<file path="src/rtl/osd_shadow_pkg.sv">
package osd_shadow_pkg;
    localparam int WIN_SIDE = 3;
    localparam int WIN_BITS = WIN_SIDE * WIN_SIDE;
    localparam int CTR_IDX  = WIN_BITS / 2;
    localparam int NBR_CNT  = WIN_BITS - 1;
    localparam int DIR_W    = 3;
    localparam int CLS_W    = 2;

    typedef enum logic [CLS_W-1:0] {
        PX_BG  = 2'b00,
        PX_FG  = 2'b01,
        PX_SHD = 2'b10
    } pix_cls_e;

    typedef enum logic [3:0] {
        ST_OFF = 4'd0,
        ST_SW  = 4'd1,
        ST_W   = 4'd2,
        ST_NW  = 4'd3,
        ST_N   = 4'd4,
        ST_NE  = 4'd5,
        ST_E   = 4'd6,
        ST_SE  = 4'd7,
        ST_ALL = 4'd8
    } style_e;

    function automatic int nbr_bit(int dr, int dc);
        return (1 + dr) * WIN_SIDE + (1 + dc);
    endfunction
endpackage

</file>
<file path="src/rtl/osd_shadow_style.sv">
module osd_shadow_style
    import osd_shadow_pkg::*;
(
    input  logic             clk,
    input  logic             rst_n,
    input  logic             frame_start,
    input  logic             shd_en,
    input  logic [DIR_W-1:0] shd_dir,
    output style_e           style_q
);
    style_e style_d;

    always_comb begin
        style_d = style_q;
        if (frame_start) begin
            if (!shd_en) begin
                style_d = ST_OFF;
            end else begin
                unique case (shd_dir)
                    3'd0: style_d = ST_SW;
                    3'd1: style_d = ST_W;
                    3'd2: style_d = ST_NW;
                    3'd3: style_d = ST_N;
                    3'd4: style_d = ST_NE;
                    3'd5: style_d = ST_E;
                    3'd6: style_d = ST_SE;
                    3'd7: style_d = ST_ALL;
                endcase
            end
        end
    end

    always_ff @(posedge clk) begin
        if (!rst_n) begin
            style_q <= ST_OFF;
        end else begin
            style_q <= style_d;
        end
    end
endmodule

</file>
<file path="src/rtl/osd_shadow_nbr.sv">
module osd_shadow_nbr
    import osd_shadow_pkg::*;
(
    input  style_e                style_q,
    input  logic [WIN_BITS-1:0]   win,
    output logic                  hit
);
    // Clockwise ring of neighbours starting at south-west; index k matches
    // the directional state whose encoding is k+1.
    localparam int RING_DR [NBR_CNT] = '{ 1,  0, -1, -1, -1,  0,  1,  1};
    localparam int RING_DC [NBR_CNT] = '{-1, -1, -1,  0,  1,  1,  1,  0};

    logic [NBR_CNT-1:0] ring;

    for (genvar k = 0; k < NBR_CNT; k++) begin : g_ring
        assign ring[k] = win[nbr_bit(RING_DR[k], RING_DC[k])];
    end

    logic [DIR_W-1:0] ring_sel;
    assign ring_sel = DIR_W'(style_q - 4'd1);

    always_comb begin
        unique case (style_q)
            ST_OFF:  hit = 1'b0;
            ST_ALL:  hit = |ring;
            default: hit = ring[ring_sel];
        endcase
    end
endmodule

</file>
<file path="src/rtl/osd_shadow_gen.sv">
module osd_shadow_gen
    import osd_shadow_pkg::*;
(
    input  logic                clk,
    input  logic                rst_n,
    input  logic                frame_start,
    input  logic                shd_en,
    input  logic [2:0]          shd_dir,
    input  logic                pix_vld,
    input  logic [8:0]          pix_win,
    output logic                out_vld,
    output logic [1:0]          out_cls
);
    style_e style_q;
    logic   shd_hit;

    osd_shadow_style u_style (
        .clk         (clk),
        .rst_n       (rst_n),
        .frame_start (frame_start),
        .shd_en      (shd_en),
        .shd_dir     (shd_dir),
        .style_q     (style_q)
    );

    osd_shadow_nbr u_nbr (
        .style_q (style_q),
        .win     (pix_win),
        .hit     (shd_hit)
    );

    pix_cls_e cls_d;

    always_comb begin
        if (!pix_vld) begin
            cls_d = PX_BG;
        end else if (pix_win[CTR_IDX]) begin
            cls_d = PX_FG;
        end else if (shd_hit) begin
            cls_d = PX_SHD;
        end else begin
            cls_d = PX_BG;
        end
    end

    always_ff @(posedge clk) begin
        if (!rst_n) begin
            out_vld <= 1'b0;
            out_cls <= PX_BG;
        end else begin
            out_vld <= pix_vld;
            out_cls <= cls_d;
        end
    end
endmodule

</file>
<file path="config.mk">
export PLATFORM = sky130hd
export DESIGN_NAME = osd_shadow_gen
export DESIGN_NICKNAME = d
export VERILOG_FILES = /design/src/rtl/osd_shadow_pkg.sv /design/src/rtl/osd_shadow_style.sv /design/src/rtl/osd_shadow_nbr.sv /design/src/rtl/osd_shadow_gen.sv
export SDC_FILE = /design/constraint.sdc
export NUM_CORES = 1
export LEC_CHECK = 0
export CAP_MARGIN = 20
export CORE_AREA = 2 2 39 41
export CTS_BUF_LIST = sky130_fd_sc_hd__clkbuf_16
export CTS_CLUSTER_DIAMETER = 80
export DETAILED_ROUTE_END_ITERATION = 6
export DIE_AREA = 0 0 41 43
export PLACE_DENSITY_LB_ADDON = 0.3
export SLEW_MARGIN = 10
export SYNTH_ARGS = -nofsm -noshare
export SYNTH_HDL_FRONTEND = slang
export SYNTH_HIERARCHICAL = 1
export SYNTH_SLANG_ARGS = --single-unit
</file>
<file path="constraint.sdc">
create_clock -name clk -period 2.3 [get_ports clk]
set_input_delay 0.345 -clock clk [delete_from_list [all_inputs] [get_ports clk]]
set_output_delay 0.345 -clock clk [all_outputs]
set_load 0.01 [all_outputs]
</file>
Yosys cells after proc, flatten, opt, wreduce, memory -nomap -nowiden
Memories as Yosys holds them, arrays and structs flattened.
Index checks and enable logic that the tools add are counted.
- register bits: 7
- latch bits: 0
- memory bits (writable): 0
- ROM bits: 32
- input port bits: 17
- output and inout bits: 3
- logic and storage cells: 20
- memories kept: 1
- add/sub/neg operators: 1
- $mul: 0
- div/mod/pow operators: 0
- order comparisons: 1
- equal/unequal tests: 1
- shift-type cells: 0
- mux-type cells: 6
- bitwise gates (word level): 2
- reductions and logical operators: 4
- memories (name ; depth ; bits a word ; rd ports ; clocked after memory_dff ; write ports ; line ; text):
    (name not given) ; 8 ; 4 ; 1 ; 0 ; 0 ; osd_shadow_style.sv:19 ; unique case (shd_dir)
- operators by type and width (cell ; count):
    $reduce_or 8->1 ; 1
    $eq 4x4->1 const B ; 1
    $logic_not 4->1 ; 1
    $lt 3x4->1 const B ; 1
    $mux 4 ; 1
    $bmux 1 s3 ; 1
    $reduce_or 3->1 ; 1
    $sub 3x1->3 const B ; 1
    $mux 1 ; 2
    $mux 2 ; 1
    $not 1->1 ; 2
    $pmux 1 s2 ; 1
    $reduce_and 2->1 ; 1

Logic depth before layout (Yosys ltp)
- depth after elaboration: 6
- gate-level depth with buffers: 8
- gate-level depth less buffers: 7

By module
The synthesis kept the hierarchy.
- modules (own cells, without submodules) (module ; instances ; cells each ; area each (um^2) ; sequential area each (um^2)):
    osd_shadow_style ; 1 ; 20 ; 205.2 ; 80.1
    osd_shadow_nbr ; 1 ; 24 ; 168.9 ; 0.0
    osd_shadow_gen ; 1 ; 6 ; 83.8 ; 60.1

Least setup slack after synthesis
Ideal clock, no wire load.
- path kind: reg-to-reg
- start point: register u_style.style_q[0]
- end point: register out_cls[1]
- setup time: 117 ps
- arrival time: 1661 ps
- required time: 2183 ps
- path slack: 522 ps
- stages on the path, launching flop included: 9
- buffers on the path: 1
- clock period less this slack: 1778 ps
- cells stage by stage: dfxtp_1 -> inv_1 -> ha_1 -> clkbuf_2 -> mux2i_1 -> o22ai_1 -> nor4_1 -> o21ai_1 -> and4b_1
- cells in the longest elaborated chain, start to end: 5
- elaborated cells on any way between the ends: 7
- classes of those cells: add/sub: 1; eq/ne: 1; mux: 4; reduce/logical: 1
- ends and longest elaborated chain (item ; line ; text):
    start, declared ; osd_shadow_style.sv:9 ; output style_e style_q
    start signal, assigned ; osd_shadow_style.sv:37 ; style_q <= style_d;
    $sub 3x1->3 ; osd_shadow_nbr.sv:20 ; assign ring_sel = DIR_W'(style_q - 4'd1);
    $bmux 1 s3 ; osd_shadow_nbr.sv:26 ; default: hit = ring[ring_sel];
    $mux 1 (not written as such) ; osd_shadow_nbr.sv:26 ;
    $pmux 1 s2 (*) ; osd_shadow_nbr.sv:23 ; unique case (style_q)
    named net shd_hit ; osd_shadow_gen.sv:15 ; logic shd_hit;
    $mux 2 (*) ; osd_shadow_gen.sv:39 ; end else if (shd_hit) begin
    end signal, assigned ; osd_shadow_gen.sv:52 ; out_cls <= cls_d;
    end, declared ; osd_shadow_gen.sv:12 ; output logic [1:0] out_cls
The timed path passes the listed nets; every way through them passes the cells marked *. The select of a mux whose other input is x is not followed.
A chain may end at the register's enable or synchronous reset.

Worst setup path after layout
Ends and elaborated chain as after synthesis.

==> run summary <==
In the synthesized netlist, the cells that appear most often are dfxtp_1, nor4_1, ha_1, mux2i_1, nand2b_1. Across the run, the number of max-cap violations was 0. After clock tree synthesis, the clock-pin slew on the worst setup and hold paths is 40 ps. STA classifies the critical path startpoint as a register. Dividing the detail-routed wire length by the instance count gives 11.4 um. The transition time at the pin with the least slew margin is 288 ps, and the total CTS buffers is 3. Dividing total power by cell area gives a power density of 675 mW/mm2. dfxtp_1 is the most common cell in the netlist.

The final setup violation count was 0; the number of instances in the synthesized netlist was 50. The logs give 0.000377 V for the maximum vdd ir drop and 7 for the number of clock sinks. The part of the Yosys area used for sequential elements was 0.306.

The startpoint identified for the worst hold timing path is u_style/style_q[3]. In this run the remaining antenna-violating nets after routing total 0. After floorplanning, the core was sized to cover 0.00138 mm2. The CTS root buffer was clkbuf_16.

The global-route wire length before repair was 1640 um; the clock skew after layout was 1.43 ps. The half-perimeter wire length of the detailed placement result was 757 um. The logs give 0.331 for the effective utilization at floorplan and 6 for the number of warnings reported in the yosys synthesis log. The portion of netlist area occupied by mux cells came out at 0.0874. For the via count of the first global-routing pass, the log shows 434.

In this run the vertical extent of the chip is 43 um. The antenna diode count came out at 0. The worst hold path endpoint was u_style/style_q[3]. STA puts the critical path data arrival time at 2050 ps.

The post-CTS setup-driven buffer insertion count was 0. The post-synth design cell area was 458 um2; the post-synthesis async set-or-reset flop share was 0. The flow ran to the end, and the final reports show no timing, DRC or antenna violations. The clock reaches the later pin of the worst-skew pair after 230 ps.

The basic-gate share of the synthesized area counting and, or, nand and nor cells works out to 0.317. Measured in cells, the most critical reg-to-reg path has a length of 7. For this run, design rule violations remaining after detail routing come to 0.

The timing-limited maximum frequency is 519 MHz. Predominant post-synthesis flop cell: dfxtp_1. TritonCTS built the clock tree.

For the post-synthesis net count, the log shows 71. After synthesis, the cell types taking the most area are dfxtp_1, ha_1, mux2i_1, nor4_1, nand2b_1. The detailed router's first-iteration violation count was 6.

The number of antenna violations at the first check in global routing was 0; the cell leakage power was 0.270 nW. The tools report the slack of the worst reg-to-reg path as 370 ps. The die is 41 um wide. The clock passes through at most 2 buffers.

Total number of nets in the final design: 94. In this run the critical register-to-register path is launched from u_style/style_q[0]. STA classifies the critical path endpoint as a register.

For the worst setup path, the data required time is 2420 ps. The mean number of vias per cell works out to 5.15. Cell at the slowest stage of the critical path: ha_1. The routed layout has 453 vias.

The synthesized design contains 7 register bits. Area fraction of the dominant cell type after synthesis: 0.306. The share of post-route cells with drive strength above 1 is 0.0833.

The deepest level of the CTS H-tree came out at 1. The final core utilization is 0.536, and the largest net degree at the start of global routing is 9. Summed over all instances, the cell type with the most area after synthesis is dfxtp_1.

The fraction of the cycle the final worst path needs was 0.837. The path type of the worst setup path was reg2reg. The min-delay analysis places its worst path in the category reg2reg. The floorplan has 14 rows. The fraction of the mapped netlist area in compound gates was 0.153.

The tools report the relative slew slack as 0.807. The share of the synthesized netlist area taken by xor and xnor gates was 0; the final count of hold timing violations was 0. The tools report the total global-route track usage as 0.137. Setup repair after global routing left no endpoint under its margin. Walking the worst path, the cells encountered are inv_1, ha_1, mux2i_1, o22ai_1, nor4_1, o21ai_1, and4b_1. The average footprint of a synthesized cell was 9.16 um2. Counting instances, the worst hold path has a depth of 2.

For this run, the detailed router's first-pass iteration total came to 4. After detailed routing, the total wire length is 1000 um. The final-layout setup total negative slack is 0 ps, and the adder-cell area share of the yosys netlist is 0.109. After global routing the overflow that remains totals 0. After synthesis, the largest family of logic cells by area is simple AND/OR/NAND/NOR gates. For the placer congestion estimate, the log shows 0.791. In this run the tool buffered the top-level ports with 19 buffer cells. 20 I/O pins were placed.

In this run the worst path has a maximum fanout of 6. The count of instances resized after the clock tree is built was 0. For the number of hold-repair buffers added at the cts stage, the log shows 0. The time the worst path needs with I/O delays and setup was 1930 ps; the worst stage delay on the critical path was 410 ps. The endpoint identified for the worst register-to-register timing path is out_cls[1]. The die covers 0.00176 mm2. The synthesized design contains 0 enable-type register cells. Area growth from synthesis to layout: 62.0%. The number of different library cells in the post-synthesis netlist came out at 23. The tools report the final number of max-transition violations as 0.
-- how the worst max path moves through the flow --
stage               cells past startpoint         end  slack [ps]               start
finish                                  7  out_cls[1]         370  u_style/style_q[0]
global route                            7  out_cls[1]         120  u_style/style_q[0]
CTS                                     7  out_cls[1]         350  u_style/style_q[0]
detailed placement                      7  out_cls[1]         380  u_style/style_q[0]
global placement                        7  out_cls[1]         420  u_style/style_q[0]
floorplan                               8  out_cls[1]         520  u_style/style_q[0]
-- cell type report --
type	count	area, um2
timing repair buffer	19	190
tap	16	20.0
fill	131	642
clock buffer	3	75.1
sequential	7	140
multi-input combinational	40	305
clock inverter	1	3.75
inverter	2	7.51
-- cells in the final DEF (no fill, tap or decap), drive strengths merged --
cell type | synthesis | routed
nand4 | 1 | 1
clkdlybuf4s50 | 0 | 19
nor3 | 1 | 1
o22ai | 2 | 2
o21ai | 1 | 1
and3 | 1 | 1
nand3b | 2 | 2
inv | 2 | 3
a211o | 1 | 1
ha | 4 | 4
o31ai | 1 | 1
nor4 | 6 | 6
and2 | 2 | 2
clkbuf | 1 | 3
and4b | 1 | 1
nand3 | 2 | 2
a21boi | 3 | 3
dfxtp | 7 | 7
nand2 | 2 | 2
nor2 | 1 | 1
mux2i | 4 | 4
o41ai | 1 | 1
nand2b | 4 | 4
-- sequential cells by signal, indices dropped and copies added, names as in the netlist --
register and flops:
u_style/style_q 4, out_vld 1, out_cls 2
-- cell families after synthesis --
| group | after synthesis |
|---|---|
| AND/OR/NAND/NOR | 23 |
| AO/OA/AOI/OAI | 9 |
| flip-flops | 7 |
| multiplexers | 4 |
| adder cells (fa/ha/maj) | 4 |
| buffers and inverters | 3 |
-- routing by layer --
metal | global-route usage | vias up | wire length [um]
met5 | 0 | - | 0
met4 | 0.0800 | 0 | 27
met3 | 0.0314 | 3 | 74
met2 | 0.219 | 19 | 458
met1 | 0.155 | 197 | 439
li1 | - | 234 | -
-- critical path: cells and delay by family, from the launching register on --
kind | cells | cell delay (ps)
compound gates | 2 | 220
fa+ha+maj | 1 | 410
buf+inv | 1 | 110
flops | 1 | 390
mux | 1 | 280
simple gates | 2 | 400
-- report_power, final --
part	total (mW)	internal, mW	switching (mW)
Clock	0.294	0.226	0.0677
Combinational	0.0768	0.0465	0.0302
Sequential	0.130	0.127	0.00346
-- through the flow --
step	hold WS, ps	cell area (um2)	setup WS, ps	total power, mW	std cells
floorplan	444	458	522	0.165	50
global placement	458	663	421	0.208	84
detailed placement	466	663	378	0.208	84
CTS	471	742	354	0.506	88
global route	502	742	117	0.521	88
finish	467	742	374	0.501	88
Power figures use the tool's default switching activity.
